File: src/rtl/fetch_seq_pkg.sv
package fetch_seq_pkg;

  typedef enum logic [1:0] {
    S_IDLE,
    S_REQ,
    S_DATA,
    S_DELIVER
  } seqState_t;

  // Strobes from control to datapath
  typedef struct packed {
    logic loadPc;
    logic clrErr;
    logic setErr;
    logic takeBeat;
    logic armBeats;
    logic clrIdx;
  } seqCtl_t;

  // Status from datapath to control
  typedef struct packed {
    logic lastBeat;
    logic insnDone;
  } seqStat_t;

  // Length in words from the first instruction word
  function automatic logic [2:0] insnLenOf(input logic [31:0] w0);
    logic [2:0] len;
    len = 3'd2;
    if (w0[31:30] == 2'b11) begin
      len = 3'd3;
    end else if (w0[31:30] == 2'b00) begin
      if (w0[28])      len = 3'd4;
      else if (w0[29]) len = 3'd3;
    end
    return len;
  endfunction

endpackage

File: src/rtl/fetch_seq_dp.sv
module fetch_seq_dp
  import fetch_seq_pkg::*;
#(
  parameter int ADDR_W     = 32,
  parameter int DATA_W     = 32,
  parameter int MAX_WORDS  = 4,
  parameter int HEAD_BEATS = 2
) (
  input  logic                          clk,
  input  logic                          rstN,
  input  seqCtl_t                       ctl,
  input  logic [ADDR_W-1:0]             startAddr,
  input  logic [DATA_W-1:0]             busRdData,
  input  logic                          burstEff,
  output logic [ADDR_W-1:0]             pc,
  output logic [$clog2(HEAD_BEATS+1)-1:0] beatsReq,
  output logic [MAX_WORDS*DATA_W-1:0]   insnWords,
  output logic [$clog2(MAX_WORDS+1)-1:0] insnLen,
  output logic                          fetchErr,
  output seqStat_t                      stat
);

  localparam int IDX_W  = $clog2(MAX_WORDS + 1);
  localparam int BEAT_W = $clog2(HEAD_BEATS + 1);
  localparam int STEP   = DATA_W / 8;

  logic [IDX_W-1:0]  wordIdx;
  logic [BEAT_W-1:0] beatsLeft;
  logic [IDX_W-1:0]  remain;
  logic [DATA_W-1:0] wordMem [MAX_WORDS];

  // Fetch address
  always_ff @(posedge clk) begin
    if (!rstN)              pc <= '0;
    else if (ctl.loadPc)    pc <= startAddr;
    else if (ctl.takeBeat)  pc <= pc + ADDR_W'(STEP);
  end

  // Word slot index within the current instruction
  always_ff @(posedge clk) begin
    if (!rstN)              wordIdx <= '0;
    else if (ctl.clrIdx)    wordIdx <= '0;
    else if (ctl.takeBeat)  wordIdx <= wordIdx + 1'b1;
  end

  // Length latched from the first word
  always_ff @(posedge clk) begin
    if (!rstN) insnLen <= IDX_W'(2);
    else if (ctl.takeBeat && wordIdx == '0)
      insnLen <= IDX_W'(insnLenOf(busRdData[31:0]));
  end

  // Ownership size: head burst, remainder burst, or one word
  assign remain = insnLen - wordIdx;
  always_comb begin
    if (!burstEff)           beatsReq = BEAT_W'(1);
    else if (wordIdx == '0)  beatsReq = BEAT_W'(HEAD_BEATS);
    else                     beatsReq = remain[BEAT_W-1:0];
  end

  always_ff @(posedge clk) begin
    if (!rstN)              beatsLeft <= '0;
    else if (ctl.armBeats)  beatsLeft <= beatsReq;
    else if (ctl.takeBeat)  beatsLeft <= beatsLeft - 1'b1;
  end

  always_ff @(posedge clk) begin
    if (!rstN)            fetchErr <= 1'b0;
    else if (ctl.setErr)  fetchErr <= 1'b1;
    else if (ctl.clrErr)  fetchErr <= 1'b0;
  end

  // Word capture, one slot per instruction word
  for (genvar g = 0; g < MAX_WORDS; g++) begin : gSlot
    always_ff @(posedge clk) begin
      if (!rstN) wordMem[g] <= '0;
      else if (ctl.takeBeat && wordIdx == IDX_W'(g)) wordMem[g] <= busRdData;
    end
    assign insnWords[g*DATA_W +: DATA_W] = wordMem[g];
  end

  assign stat.lastBeat = (beatsLeft == BEAT_W'(1));
  assign stat.insnDone = (wordIdx != '0) && (wordIdx + 1'b1 == insnLen);

  // each accepted word moves the address by one word
  a_r8_addr_step: assert property (@(posedge clk) disable iff (!rstN)
    ctl.takeBeat |=> pc == $past(pc) + ADDR_W'(STEP));

endmodule

File: src/rtl/fetch_seq_ctl.sv
module fetch_seq_ctl
  import fetch_seq_pkg::*;
(
  input  logic     clk,
  input  logic     rstN,
  input  logic     cfgManual,
  input  logic     startAddrWr,
  input  logic     startStrobe,
  input  logic     busGnt,
  input  logic     busRdValid,
  input  logic     busRdErr,
  input  logic     insnReady,
  input  seqStat_t stat,
  output seqCtl_t  ctl,
  output logic     busReq,
  output logic     insnValid
);

  seqState_t state, nxt;

  always_ff @(posedge clk) begin
    if (!rstN) state <= S_IDLE;
    else       state <= nxt;
  end

  always_comb begin
    ctl = '0;
    nxt = state;
    case (state)
      S_IDLE: begin
        if (startAddrWr) begin
          ctl.loadPc = 1'b1;
          ctl.clrErr = 1'b1;
        end
        if (startStrobe || (startAddrWr && !cfgManual)) begin
          ctl.clrIdx = 1'b1;
          nxt        = S_REQ;
        end
      end
      S_REQ: begin
        if (busGnt) begin
          ctl.armBeats = 1'b1;
          nxt          = S_DATA;
        end
      end
      S_DATA: begin
        if (busRdValid) begin
          if (busRdErr) begin
            ctl.setErr = 1'b1;
            nxt        = S_IDLE;
          end else begin
            ctl.takeBeat = 1'b1;
            if (stat.insnDone)      nxt = S_DELIVER;
            else if (stat.lastBeat) nxt = S_REQ;
          end
        end
      end
      S_DELIVER: begin
        if (insnReady) begin
          ctl.clrIdx = 1'b1;
          nxt        = S_REQ;
        end
      end
      default: nxt = S_IDLE;
    endcase
  end

  assign busReq    = (state == S_REQ);
  assign insnValid = (state == S_DELIVER);

  // a bare address write in manual mode does not start fetching
  a_r6_manual_hold: assert property (@(posedge clk) disable iff (!rstN)
    (state == S_IDLE && startAddrWr && cfgManual && !startStrobe) |=> !busReq);

  // an error beat returns the sequencer to idle
  a_r10_abort_idle: assert property (@(posedge clk) disable iff (!rstN)
    (state == S_DATA && busRdValid && busRdErr) |=> (!busReq && !insnValid));

endmodule

File: src/rtl/insn_fetch_seq.sv
module insn_fetch_seq
  import fetch_seq_pkg::*;
#(
  parameter int ADDR_W     = 32,
  parameter int DATA_W     = 32,
  parameter int MAX_WORDS  = 4,
  parameter int HEAD_BEATS = 2
) (
  input  logic                            clk,
  input  logic                            rstN,
  input  logic                            cfgBurst,
  input  logic                            cfgPrefetch,
  input  logic                            ramHit,
  input  logic                            cfgManual,
  input  logic                            startAddrWr,
  input  logic [ADDR_W-1:0]               startAddr,
  input  logic                            startStrobe,
  output logic                            busReq,
  output logic [ADDR_W-1:0]               busAddr,
  output logic [$clog2(HEAD_BEATS+1)-1:0] busBeats,
  input  logic                            busGnt,
  input  logic                            busRdValid,
  input  logic [DATA_W-1:0]               busRdData,
  input  logic                            busRdErr,
  output logic                            insnValid,
  input  logic                            insnReady,
  output logic [MAX_WORDS*DATA_W-1:0]     insnWords,
  output logic [$clog2(MAX_WORDS+1)-1:0]  insnLen,
  output logic                            fetchErr
);

  seqCtl_t  ctl;
  seqStat_t stat;
  logic     burstEff;

  assign burstEff = cfgBurst && !cfgPrefetch && !ramHit;

  fetch_seq_ctl uCtl (
    .clk        (clk),
    .rstN       (rstN),
    .cfgManual  (cfgManual),
    .startAddrWr(startAddrWr),
    .startStrobe(startStrobe),
    .busGnt     (busGnt),
    .busRdValid (busRdValid),
    .busRdErr   (busRdErr),
    .insnReady  (insnReady),
    .stat       (stat),
    .ctl        (ctl),
    .busReq     (busReq),
    .insnValid  (insnValid)
  );

  fetch_seq_dp #(
    .ADDR_W    (ADDR_W),
    .DATA_W    (DATA_W),
    .MAX_WORDS (MAX_WORDS),
    .HEAD_BEATS(HEAD_BEATS)
  ) uDp (
    .clk      (clk),
    .rstN     (rstN),
    .ctl      (ctl),
    .startAddr(startAddr),
    .busRdData(busRdData),
    .burstEff (burstEff),
    .pc       (busAddr),
    .beatsReq (busBeats),
    .insnWords(insnWords),
    .insnLen  (insnLen),
    .fetchErr (fetchErr),
    .stat     (stat)
  );

  // single-word ownerships whenever burst is off or overridden
  a_r4_single_beat: assert property (@(posedge clk) disable iff (!rstN)
    (busReq && (!cfgBurst || cfgPrefetch || ramHit)) |-> busBeats == 1);

  // a stalled instruction is held unchanged
  a_r9_valid_hold: assert property (@(posedge clk) disable iff (!rstN)
    (insnValid && !insnReady) |=> (insnValid && $stable(insnWords) && $stable(insnLen)));

  // delivered length is always a legal instruction size
  a_r1_len_range: assert property (@(posedge clk) disable iff (!rstN)
    insnValid |-> (insnLen >= 2 && insnLen <= MAX_WORDS));

endmodule

File: config.mk
export PLATFORM = sky130hd
export DESIGN_NAME = insn_fetch_seq
export DESIGN_NICKNAME = d
export VERILOG_FILES = /design/src/rtl/fetch_seq_pkg.sv /design/src/rtl/fetch_seq_dp.sv /design/src/rtl/fetch_seq_ctl.sv /design/src/rtl/insn_fetch_seq.sv
export SDC_FILE = /design/constraint.sdc
export NUM_CORES = 1
export LEC_CHECK = 0
export BUFFER_PORTS_ARGS = -buffer_cell sky130_fd_sc_hd__buf_2
export CORE_MARGIN = 8
export CORE_UTILIZATION = 50
export DETAILED_ROUTE_END_ITERATION = 8
export PLACE_DENSITY = 0.91
export SETUP_SLACK_MARGIN = 0.15
export SLEW_MARGIN = 10
export SYNTH_ARGS = -nofsm -noshare
export SYNTH_HDL_FRONTEND = slang
export SYNTH_SLANG_ARGS = --single-unit
File: constraint.sdc
create_clock -name clk -period 4.9 [get_ports clk]
set_clock_uncertainty 0.1 [all_clocks]
set_input_delay 0.49 -clock clk [delete_from_list [all_inputs] [get_ports clk]]
set_output_delay 0.49 -clock clk [all_outputs]
set_load 0.03 [all_outputs]
After elaboration in Yosys (flattened, before gate mapping)
Memory sizes are Yosys's and may differ from the RTL's.
Cells that the tools add are included.
- bits of input ports: 76
- logic and storage cells: 99
- bits in writable memories: 128
- output and inout bits: 168
- memories: 1
- flip-flop bits (word level): 43
- reductions and logical operators: 21
- add/sub/neg operators: 4
- multiplexer cells: 48
- equality and inequality tests: 14
- bitwise logic cells: 5
- memory list (memory ; words ; bits a word ; rd ports ; clocked after memory_dff ; wr ports ; line ; text):
    uDp.wordMem ; 4 ; 32 ; 4 ; 0 ; 4 ; fetch_seq_dp.sv:30 ; logic [DATA_W-1:0] wordMem [MAX_WORDS];
- operators with widths (operator ; number):
    32-bit two-way mux ; 6
    32-bit by 3-bit adder with 32-bit output, second input constant ; 1
    2-bit two-way mux ; 15
    1-bit two-way mux ; 22
    3-bit two-way mux ; 3
    1-bit logical AND ; 8
    2-bit case mux with 4 select lines ; 1
    2-bit equality test, second input constant ; 3
    3-bit by 2-bit equality test with 1-bit output, second input constant ; 2
    2-bit by 1-bit inequality test with 1-bit output, second input constant ; 3
    2-bit nonzero test ; 3
    5-bit AND reduction ; 1
    2-bit by 1-bit equality test with 1-bit output, second input constant ; 2
    2-bit zero test ; 2
    4-bit inequality test, second input constant ; 1
    1-bit bitwise OR ; 4
    3-bit by 1-bit adder with 3-bit output, second input constant ; 1
    3-bit by 1-bit equality test with 1-bit output, second input constant ; 1
    3-bit equality test ; 1
    1-bit zero test ; 3
    3-bit zero test ; 1
    3-bit nonzero test ; 1
    2-bit inequality test, second input constant ; 1
    1-bit case mux with 2 select lines ; 1
    other kinds (5) ; 5

Longest topological paths before layout
- depth after elaboration: 8
- gate-level depth with buffers: 8
- depth with buffers taken out: 7

By module
From an unflattened synthesis, not the netlist that was laid out.
- cells, all modules: 593
- area total of the unflattened synthesis: 7368.3 µm²
- modules (own cells, without submodules) (module ; instances ; sequential area each (µm²) ; area an instance (µm²) ; cells an instance):
    fetch_seq_dp ; 1 ; 4664.5 ; 7084.3 ; 558
    fetch_seq_ctl ; 1 ; 40.0 ; 271.5 ; 34
    insn_fetch_seq ; 1 ; 0.0 ; 12.5 ; 1

Worst setup path after synthesis
OpenSTA, ideal clock, no wires.
- path type: reg-to-reg
- start point: register uCtl.state[0]
- end point: memory uDp.wordMem[1][0], in the netlist uDp.wordMem[0][32] (enable)
- buffers on the path: 0
- data required time: 4.334 ns
- cell stages (with the launch flop): 5
- clock period less this slack: 3.676 ns
- setup slack: 1.224 ns
- arrival: 3.110 ns
- setup time: 0.466 ns
- cell sequence: dfxtp_1 -> inv_1 -> ha_1 -> nand3b_4 -> o21ai_0
- RTL lines (element ; line ; text):
    start, declared ; fetch_seq_ctl.sv:19 ; seqState_t state, nxt;
    start signal, assigned ; fetch_seq_ctl.sv:23 ; else state <= nxt;
    end, declared ; fetch_seq_dp.sv:30 ;

==> reports/qor.yml <==
global_routing:
  grt_pass1_wl_um: 29900
  grt_usage_pct: 21.1
  grt_remaining_overflow: 0
  grt_max_degree: 41
  first_global_vias: 5586
  antenna_found_initial: 0
die:
  die_x_um: 136
  io_pins: 244
  rows: 44
  start_util_pct: 50.4
  die-area_sq_um: 18600
  coreArea_sq_um: 14400
  die_h_um: 136
status:
  status: "complete, no violations"
sta:
  hold_violations: 0
  fin_crit_ps: 2750
  worst_slew_pin_slew_ps: 1150
  setup_violations: 0
  rsz0062_at_grt: "no"
  final_max_slew_viol_count: 0
  fin_crit_sh_pct: 56.1
  fmax_mhz: 364
  fin_tns_setup_ps: 0
  slew_headroom_pct: 23.3
route:
  avgRoutedWirePerCell_um: 19.4
  vias: 5444
  viasPerCell: 5.34
  drt_pass1_iterations: 5
  routed_wirelength_um: 19800
  drtAntennaViolNets: 0
  drt-initial-drc-count: 428
  drc: 0
clock_network:
  clock_tree.root_cell: "clkbuf_16"
  clk_latency_ps: 430
  cts.sinks: 171
  cts_inserted_buffers: 17
  clk_pin_slew_worst_paths_ps: 70
  cts-hold-fix-buffers: 0
  clk_path_buf_depth: 2
  htree_levels: 4
  post_cts_buffers: 0
  cts_tree: "done"
  cts-resized-gates: 0
worst_setup_path:
  rr_worst_depth: 6
  slowest_delay_ps: 900
  critPathCapture: "uDp.wordMem[1][19]"
  cp-startpoint: "uCtl.state[0]"
  crit_slowest_cell: "nor2_2"
  reg2reg_from: "uCtl.state[0]"
  crit_fanout: 32
  reg2reg_to: "uDp.wordMem[1][19]"
  r2r_slack_ps: 2150
  worstPathCellList: "inv_1 > ha_1 > and3b_2 > nand2_1 > nor2_2 > and2_1"
  worst_setup_path_end_kind: "flip-flop"
  crit_type: "flip-flop to flip-flop"
  worstSetupStartpointType: "flip-flop"
  cp.required_ps: 5090
  arrival_ps: 2930
final_layout:
  layout.nets: 911
  area_delta_synth_final_pct: 27.0
  final_cell_count_no_fill: 1020
  antenna_cells: 0
  layout-drive-gt1-share_pct: 35.3
power:
  irDropWorstVdd_mv: 0.225
  finalPower_mw: 3.69
  power_density_nw_per_um2: 401
  p_leak_nw: 3.92
synth:
  yosysSeqAreaShare_pct: 64.9
  yosys_warnings: 0
  netlist_area_sq_um: 7250
  synth_top_cells_by_area: "edfxtp_1 (53%), dfxtp_1 (12%), and2_1 (11%)"
  synth_nets: 672
  synth_top_area_share_pct: 53.0
  ys_async_sr_fraction_pct: 0
  avgSynthCellArea_sq_um: 12.4
  syn_inst: 584
  synth_edf_count: 128
  synth_top_area_cell: "edfxtp_1"
  yosysUniqueCellTypes: 51
  yosys_register_bits: 171
  ys.flop_type: "edfxtp_1"
placed_design:
  gp_congestion: 0.902
  hpwl_um: 14400
  dp_cells: 988
  numPortBuffers: 243
min_path:
  hp-class: "primary input to flip-flop"
job:
  drv_cap: 0
## flip-flops by register name (all words and copies together), names as in the netlist
signal / flops
uDp.wordIdx: 3
uDp.insnLen: 3
uDp.beatsLeft: 2
uCtl.state: 2
uDp.pc: 32
uDp.fetchErr: 1
uDp.wordMem: 128
## power breakdown
part / internal (mW) / switching (mW)
Sequential: 1.66 / 0.102
Clock: 0.710 / 0.577
Combinational: 0.192 / 0.447
Total: 2.56 / 1.13
## critical path, delay by kind of cell (launching register included)
kind | cells | cell delay, ps
adders and majority gates | 1 | 320
DFF | 1 | 340
buffers and inverters | 1 | 90
and+or+nand+nor | 4 | 1750
## placed cells by master, fill, tap and decap left out, types with 21 or more instances in the layout
cell type and instances:
nand3_1 21, dfxtp_1 43, buf_2 243, nor2_1 26, nand2_1 28, a21oi_1 22, o21ai_0 23, edfxtp_1 128
and2_1 130, xnor2_1 24
## cell type report
cell class | instances | area (sq um)
clock inverters | 14 | 135
clock buffers | 18 | 429
well taps | 184 | 230
fillers | 1053 | 5160
multi-input cells | 371 | 2400
inverters | 14 | 52.6
repair buffers | 248 | 1250
flip-flops and latches | 171 | 4700
## cell usage after synthesis (6+ instances only)
library cell and n:
a211oi_1 12, a21oi_1 22, and2_1 130, and3_1 6, clkbuf_1 24, dfxtp_1 43
edfxtp_1 128, ha_1 12, inv_1 13, nand2_1 28, nand3_1 21, nand4_1 8
nor2_1 28, nor3_1 6, nor4_1 6, o21ai_0 25, xnor2_1 24, xor2_1 9
## per-stage QoR
step	cell area, sq um	utilization [%]	hold slack, ps	setup WS (ps)
after floorplan	7250	-	359	1220
after global placement	8640	60.1	339	2310
after detailed placement	8640	60.1	347	2200
after CTS	9200	64.1	176	2170
after global routing	9200	64.1	203	1940
final	9200	64.1	201	2150
## worst min-delay path by stage
stage / start / endpoint / slack (ps) / cells after the start
detailed placement: uDp.pc[0] / uDp.pc[0] / 350 / 2
CTS: startAddr[18] / uDp.pc[18] / 180 / 3
floorplan: uDp.beatsLeft[1] / uDp.beatsLeft[1] / 360 / 2
global route: startAddr[0] / uDp.pc[0] / 200 / 3
global placement: uDp.pc[1] / uDp.pc[1] / 340 / 2
finish: startAddr[18] / uDp.pc[18] / 200 / 3
## cell families after synthesis
logic type | synth area share [%]
and+or+nand+nor | 20.7
AOI/OAI and AO/OA | 5.71
xor gates and xnor gates | 3.99
muxes | 0.138
adders and majority gates | 2.07
buffers and inverters | 2.45
DFF | 64.9
## metal layers
metal / track usage, % / vias up / part of all wire (%)
met4: 7.50 / 0 / 1.6
met5: 0 / - / 0
li1: - / 2539 / -
met2: 35.0 / 307 / 48
met3: 7.95 / 30 / 11
met1: 24.5 / 2568 / 39
Power figures use the tool's default switching activity.
